$ cat src/rtl/fetch_target_cache.sv
module fetch_target_cache #(
  parameter int PC_W  = 32,
  parameter int IDX_W = 4
) (
  input  logic            clk,
  input  logic            rst_n,
  input  logic [PC_W-1:0] fetch_pc,
  input  logic            dir_taken,
  input  logic            upd_en,
  input  logic [PC_W-1:0] upd_pc,
  input  logic [PC_W-1:0] upd_target,
  output logic            hit,
  output logic [PC_W-1:0] pred_target,
  output logic [PC_W-1:0] next_pc
);
  localparam int DEPTH = 1 << IDX_W;
  localparam int TAG_W = PC_W - IDX_W - 2;

  logic [DEPTH-1:0] vld;
  logic [TAG_W-1:0] tag_q [DEPTH];
  logic [PC_W-1:0]  tgt_q [DEPTH];

  wire [IDX_W-1:0] rd_idx  = fetch_pc[IDX_W+1:2];
  wire [TAG_W-1:0] rd_tag  = fetch_pc[PC_W-1:IDX_W+2];
  wire [IDX_W-1:0] wr_idx  = upd_pc[IDX_W+1:2];
  wire [TAG_W-1:0] wr_tag  = upd_pc[PC_W-1:IDX_W+2];

  always_ff @(posedge clk or negedge rst_n)
    if (!rst_n)      vld <= '0;
    else if (upd_en) vld[wr_idx] <= 1'b1;

  always_ff @(posedge clk)
    if (upd_en) begin
      tag_q[wr_idx] <= wr_tag;
      tgt_q[wr_idx] <= upd_target;
    end

  assign hit         = vld[rd_idx] && (tag_q[rd_idx] == rd_tag);
  assign pred_target = tgt_q[rd_idx];
  assign next_pc     = (hit && dir_taken) ? pred_target : fetch_pc + PC_W'(4);
endmodule


$ cat config.mk
export PLATFORM = sky130hd
export DESIGN_NAME = fetch_target_cache
export DESIGN_NICKNAME = d
export VERILOG_FILES = /design/src/rtl/fetch_target_cache.sv
export SDC_FILE = /design/constraint.sdc
export NUM_CORES = 1
export LEC_CHECK = 0
export BUFFER_PORTS_ARGS = -buffer_cell sky130_fd_sc_hd__buf_2
export CORE_ASPECT_RATIO = 1.5
export CORE_UTILIZATION = 37
export CTS_CLUSTER_DIAMETER = 30
export DETAILED_ROUTE_END_ITERATION = 8
export GPL_TIMING_DRIVEN = 1
export PLACE_DENSITY = 0.62
export SLEW_MARGIN = 20
export SYNTH_ARGS = -nofsm -noshare
export SYNTH_HDL_FRONTEND = slang
export SYNTH_SLANG_ARGS = --single-unit
$ cat constraint.sdc
create_clock -name clk -period 4.3 [get_ports clk]
set_clock_uncertainty 0.1 [all_clocks]
set_input_delay 0.215 -clock clk [delete_from_list [all_inputs] [get_ports clk]]
set_output_delay 0.215 -clock clk [all_outputs]
set_load 0.005 [all_outputs]
; After elaboration in Yosys (flattened, before gate mapping)
; Memories as Yosys holds them, arrays and structs flattened.
; Index checks and enable logic that the tools add are counted.
[totals]
register_bits = 16
ram_bits = 928
out_inout_bits = 65
elab_cells = 19
mem_count = 2
[op_classes]
add_sub_neg = 1
n_lt_le_gt_ge = 3
eq_ne = 1
mux = 7
bitwise_logic = 1
n_reduce_logical = 3
[memory_table]
columns = memory, words, word_bits, read_ports, rd_clocked_by_memory_dff, wr, line_no
row1 = tgt_q, 16, 32, 1, 0, 1, 21  ; logic [PC_W-1:0] tgt_q [DEPTH];
row2 = tag_q, 16, 26, 1, 0, 1, 20  ; logic [TAG_W-1:0] tag_q [DEPTH];
[ops]
columns = operator, n
row1 = $add 32x3->32 const B, 1
row2 = $mux 32, 1
row3 = $eq 26x26->1, 1
row4 = $or 16x16->16, 1
row5 = $lt 4x5->1 const B, 2
row6 = $bmux 1 s4, 1
row7 = $demux 1 s4, 1
row8 = $ge 4x1->1 const B, 1
row9 = $mux 1, 4
row10 = $logic_and 1x1->1, 3

; Logic depth before layout (Yosys ltp)
[depth]
depth_word = 5
depth_mapped = 13
mapped_depth_nobuf = 8

; Worst setup path before layout
; Ideal clock, no wire load.
[synth_path]
path_kind = input to register
startpoint = input port upd_pc[4]
endpoint = register vld[0]
setup_time_ps = 89
arrival_ps = 5180
t_required_ps = 4111
path_slack_ps = -1070
path_stages = 3
cell_sequence = or3b_2 nor3_1 or2_2
[synth_between]
elab_chain_len = 5
elab_cells_between_ends = 6
classes_between = order compare: 2 / mux: 2 / bitwise: 1 / reduce/logical: 1
[synth_rtl]
columns = element, line_no
row1 = from (decl), 10  ; input logic [PC_W-1:0] upd_pc,
row2 = $lt 4x5->1 (not written as such) / $ge 4x1->1 (equally long branches), 30  ; else if (upd_en) vld[wr_idx] <= 1'b1;
row3 = $logic_and 1x1->1 (not written as such), 30
row4 = $mux 1 (not written as such), 30
row5 = $demux 1 s4 (*), 30
row6 = $or 16x16->16 (no line) (*), -
row7 = to (signal assigned), 29  ; if (!rst_n) vld <= '0;
row8 = "to (signal, indexed assignment)", 30
row9 = to (decl), 19  ; logic [DEPTH-1:0] vld;
; Every way passes the cells marked *; elsewhere a longest branch is shown, timed or not.
; A chain may end at the register's enable or synchronous reset.

; Final worst setup path
[layout_path]
startpoint = memory tag_q[2][6] in the netlist's numbering
endpoint = output port next_pc[17]
[layout_between]
elab_chain_len = 5
[layout_rtl]
columns = element, line_no
row1 = from (decl), 20
row2 = $mem_v2 16x26, -
row3 = $eq 26x26->1, 38  ; assign hit = vld[rd_idx] && (tag_q[rd_idx] == rd_tag);
row4 = $logic_and 1x1->1, 38
row5 = $logic_and 1x1->1, 40  ; assign next_pc = (hit && dir_taken) ? pred_target : fetch_pc + PC_W'(4);
row6 = $mux 32, 40
row7 = to (decl), 14  ; output logic [PC_W-1:0] next_pc
; No other way between the ends.

==> qor.yml <==
place_ws_ns: 0.227
fill_cells: 8379
synthFlopType: "edfxtp_1"
nets: 2138
clock_sinks: 944
p_comb_share_pct: 6.4
grt_pass1_vias: 19855
p_sw_share_pct: 22.7
setup_ws_ns: 0.0427
firstDrtPassIters: 7
max-slew-margin-rel_pct: 25.2
final_cell_mix: "928 x edfxtp_1, 231 x mux4_2, 159 x buf_2"
hold_viol_final: 0
vias: 18874
timing.hold.ws_ns: 0.00606
rows: 143
ir_drop_uv: 384
cp_top_family: "multiplexers"
finalMaxSlewViolations: 0
clock_latency_ns: 0.71
numCtsBuffers: 116
path_clk_slew_ns: 0.06
crit_buf_inv: 2
ys_seq_area_share_pct: 75.0
die-area_um2: 103000
cts_max_level: 3
via_per_inst: 5.47
slowest_delay_ns: 0.54
hp-class: "input pin to register"
syn_nets: 1824
tns_ns: 0
required_ns: 3.98
grt_pass1_wl_um: 142000
ant_nets: 0
syn_area_um2: 37700
power_frac_clock_pct: 45.6
die_h_um: 393
tightest_slew_ns: 1.11
async_flop_share_pct: 1.69
die_x_um: 263
multiInputGateArea_um2: 9050
rsz0062_at_grt: "no"
final_common_cell: "edfxtp_1"
ys_warn_count: 0
grt_max_degree: 55
gp_congestion: 0.840
synth-edff-count: 928
p_int_w: 0.0167
max_freq_mhz: 235
place.port_buffers: 162
syn_inst: 1723
finalSetupViolCount: 0
tritoncts: "built"
grt_usage_pct: 19.3
drt_iter0_drc: 1730
initial_core_util_pct: 37.3
regArea_um2: 28300
finalCriticalPeriod_ns: 4.26
synth_area_leaders: "edfxtp_1 74%, mux4_2 14%, mux2i_1 2.3%"
core_um2: 101000
status: "complete, no violations"
dp_hpwl_um: 59600
yosys.area.top_type: "edfxtp_1"
postCtsSetupRepairBufs: 0
antenna_found_initial: 11
clockBufferDepth: 3
io-pin-count: 165
fin_crit_sh_pct: 99.0
p_seq_share_pct: 48.0
syn_area_per_cell_um2: 21.9
cp.arrival_ns: 3.94
worst-path-max-fanout: 16
layout-drive-gt1-share_pct: 35.9
crit_path_cell_trace: "mux4_1, mux4_2, xnor2_2, o2111ai_1, nor4_2, nand4_4, buf_4, mux2_4, buf_2"
ys_types: 66
syn2layout_area_growth_pct: 20.0
yosysTopAreaCellShare_pct: 73.9
maxCapViolations: 0
p_switching_w: 0.00490
synth_seq_cells: 944
p_leak_nw: 14.9
cp_slowest_cell: "mux4_2"
power.density_nw_per_um2: 477
fin_util_pct: 44.7
wire_per_inst_um: 28.6
cp-start-kind: "register"
end_kind: "output port"
routed_wl_um: 98700
criticalPathCategory: "register to output port"
grt-ovfl-total: 0
drc_errors: 0
root_buffer: "clkbuf_16"
## synthesized netlist by cell type, types with 3 or more instances
cell and n:
edfxtp_1 928, mux4_2 231, mux2i_1 85, xnor2_1 35, clkbuf_1 34, nor2_1 30, mux2_4 29, mux2_2 28
buf_1 23, nor3_1 20, a22oi_1 19, buf_2 18, or2_2 18, dfrtp_1 16, nand2_1 16, o22ai_1 15
o21ai_0 13, buf_6 12, inv_1 12, nand3_1 12, xor2_1 12, nand4_1 8, nor2b_1 8, a22o_1 7
buf_4 7, a21oi_1 6, and4_1 5, nand2b_1 5, nor4_1 5, a211oi_1 4, a221oi_1 4, a31oi_1 4
and3_1 4, and2_1 3, mux4_1 3, o2111a_1 3, o32ai_1 3
## path summary, 6_finish.rpt
path,startpoint,endpoint,slack [ns],cells after the start
max,tag_q[2][6]$_DFFE_PP_,next_pc[17],0.04,9
min,upd_pc[3],tag_q[4][0]$_DFFE_PP_,0.006,2
max reg2reg,vld[12]$_DFFE_PN0P_,vld[12]$_DFFE_PN0P_,3.40,1
min reg2reg,vld[15]$_DFFE_PN0P_,vld[15]$_DFFE_PN0P_,0.37,1
max in group asynchronous,rst_n,vld[10]$_DFFE_PN0P_,2.88,3
min in group asynchronous,rst_n,vld[12]$_DFFE_PN0P_,0.64,3
## metrics by stage
stage               power [W]  cell area, µm²  std cells
floorplan              0.0113           37700       1723
detailed placement     0.0119           40600       3161
global placement       0.0119           40600       3161
finish                 0.0216           45200       3449
global route           0.0222           45200       3447
CTS                    0.0217           45200       3443
## routing by layer
layer	wire length, µm	global-route usage (%)	part of all wire, %	up-vias
met5	57	0	0.058	-
met2	51800	34.3	52	641
met4	2990	6.93	3.0	10
met3	5770	3.72	5.8	152
li1	-	-	-	7942
met1	38200	23.3	39	10129
## flip-flops by register name (all words and copies together) (netlist names)
signal	count
tgt_q	512
tag_q	416
vld	16
## cell type report
| class | count | area share [%] |
|---|---|---|
| Timing Repair Buffer | 291 | 4.96 |
| Tap cell | 1305 | 3.61 |
| Clock buffer | 124 | 6.55 |
| Multi-Input combinational cell | 670 | 20.0 |
| Inverter | 14 | 0.119 |
| Clock inverter | 96 | 2.24 |
| Sequential cell | 944 | 62.5 |
| Antenna cell | 5 | 0.0277 |
## repair_timing
item | 4_1_cts | 5_1_grt
hold buffers | 62 | 0
gates resized for setup | 2 | 2
endpoints found under the hold margin | 949 | 0
setup endpoints to repair | 16 | 16
pin swaps | 0 | 0
## power groups by stage
stage	Combinational (W)	Clock, W	Sequential, W
3_3_place_gp	0.00132	0	0.0105
4_1_cts	0.00140	0.00998	0.0104
6_report	0.00138	0.00984	0.0104
3_5_place_dp	0.00134	0	0.0106
5_1_grt	0.00147	0.0103	0.0104
2_1_floorplan	0.000744	0	0.0106
## logic make-up after synthesis
family	share of synthesized area [%]
flip-flops	75.0
multiplexers	18.3
AND/OR/NAND/NOR	2.16
buffers and inverters	1.48
AO/OA/AOI/OAI	1.94
XOR/XNOR	1.09
adder cells (fa/ha/maj)	0.0332
Note: power is estimated with default switching activity, not from simulation.
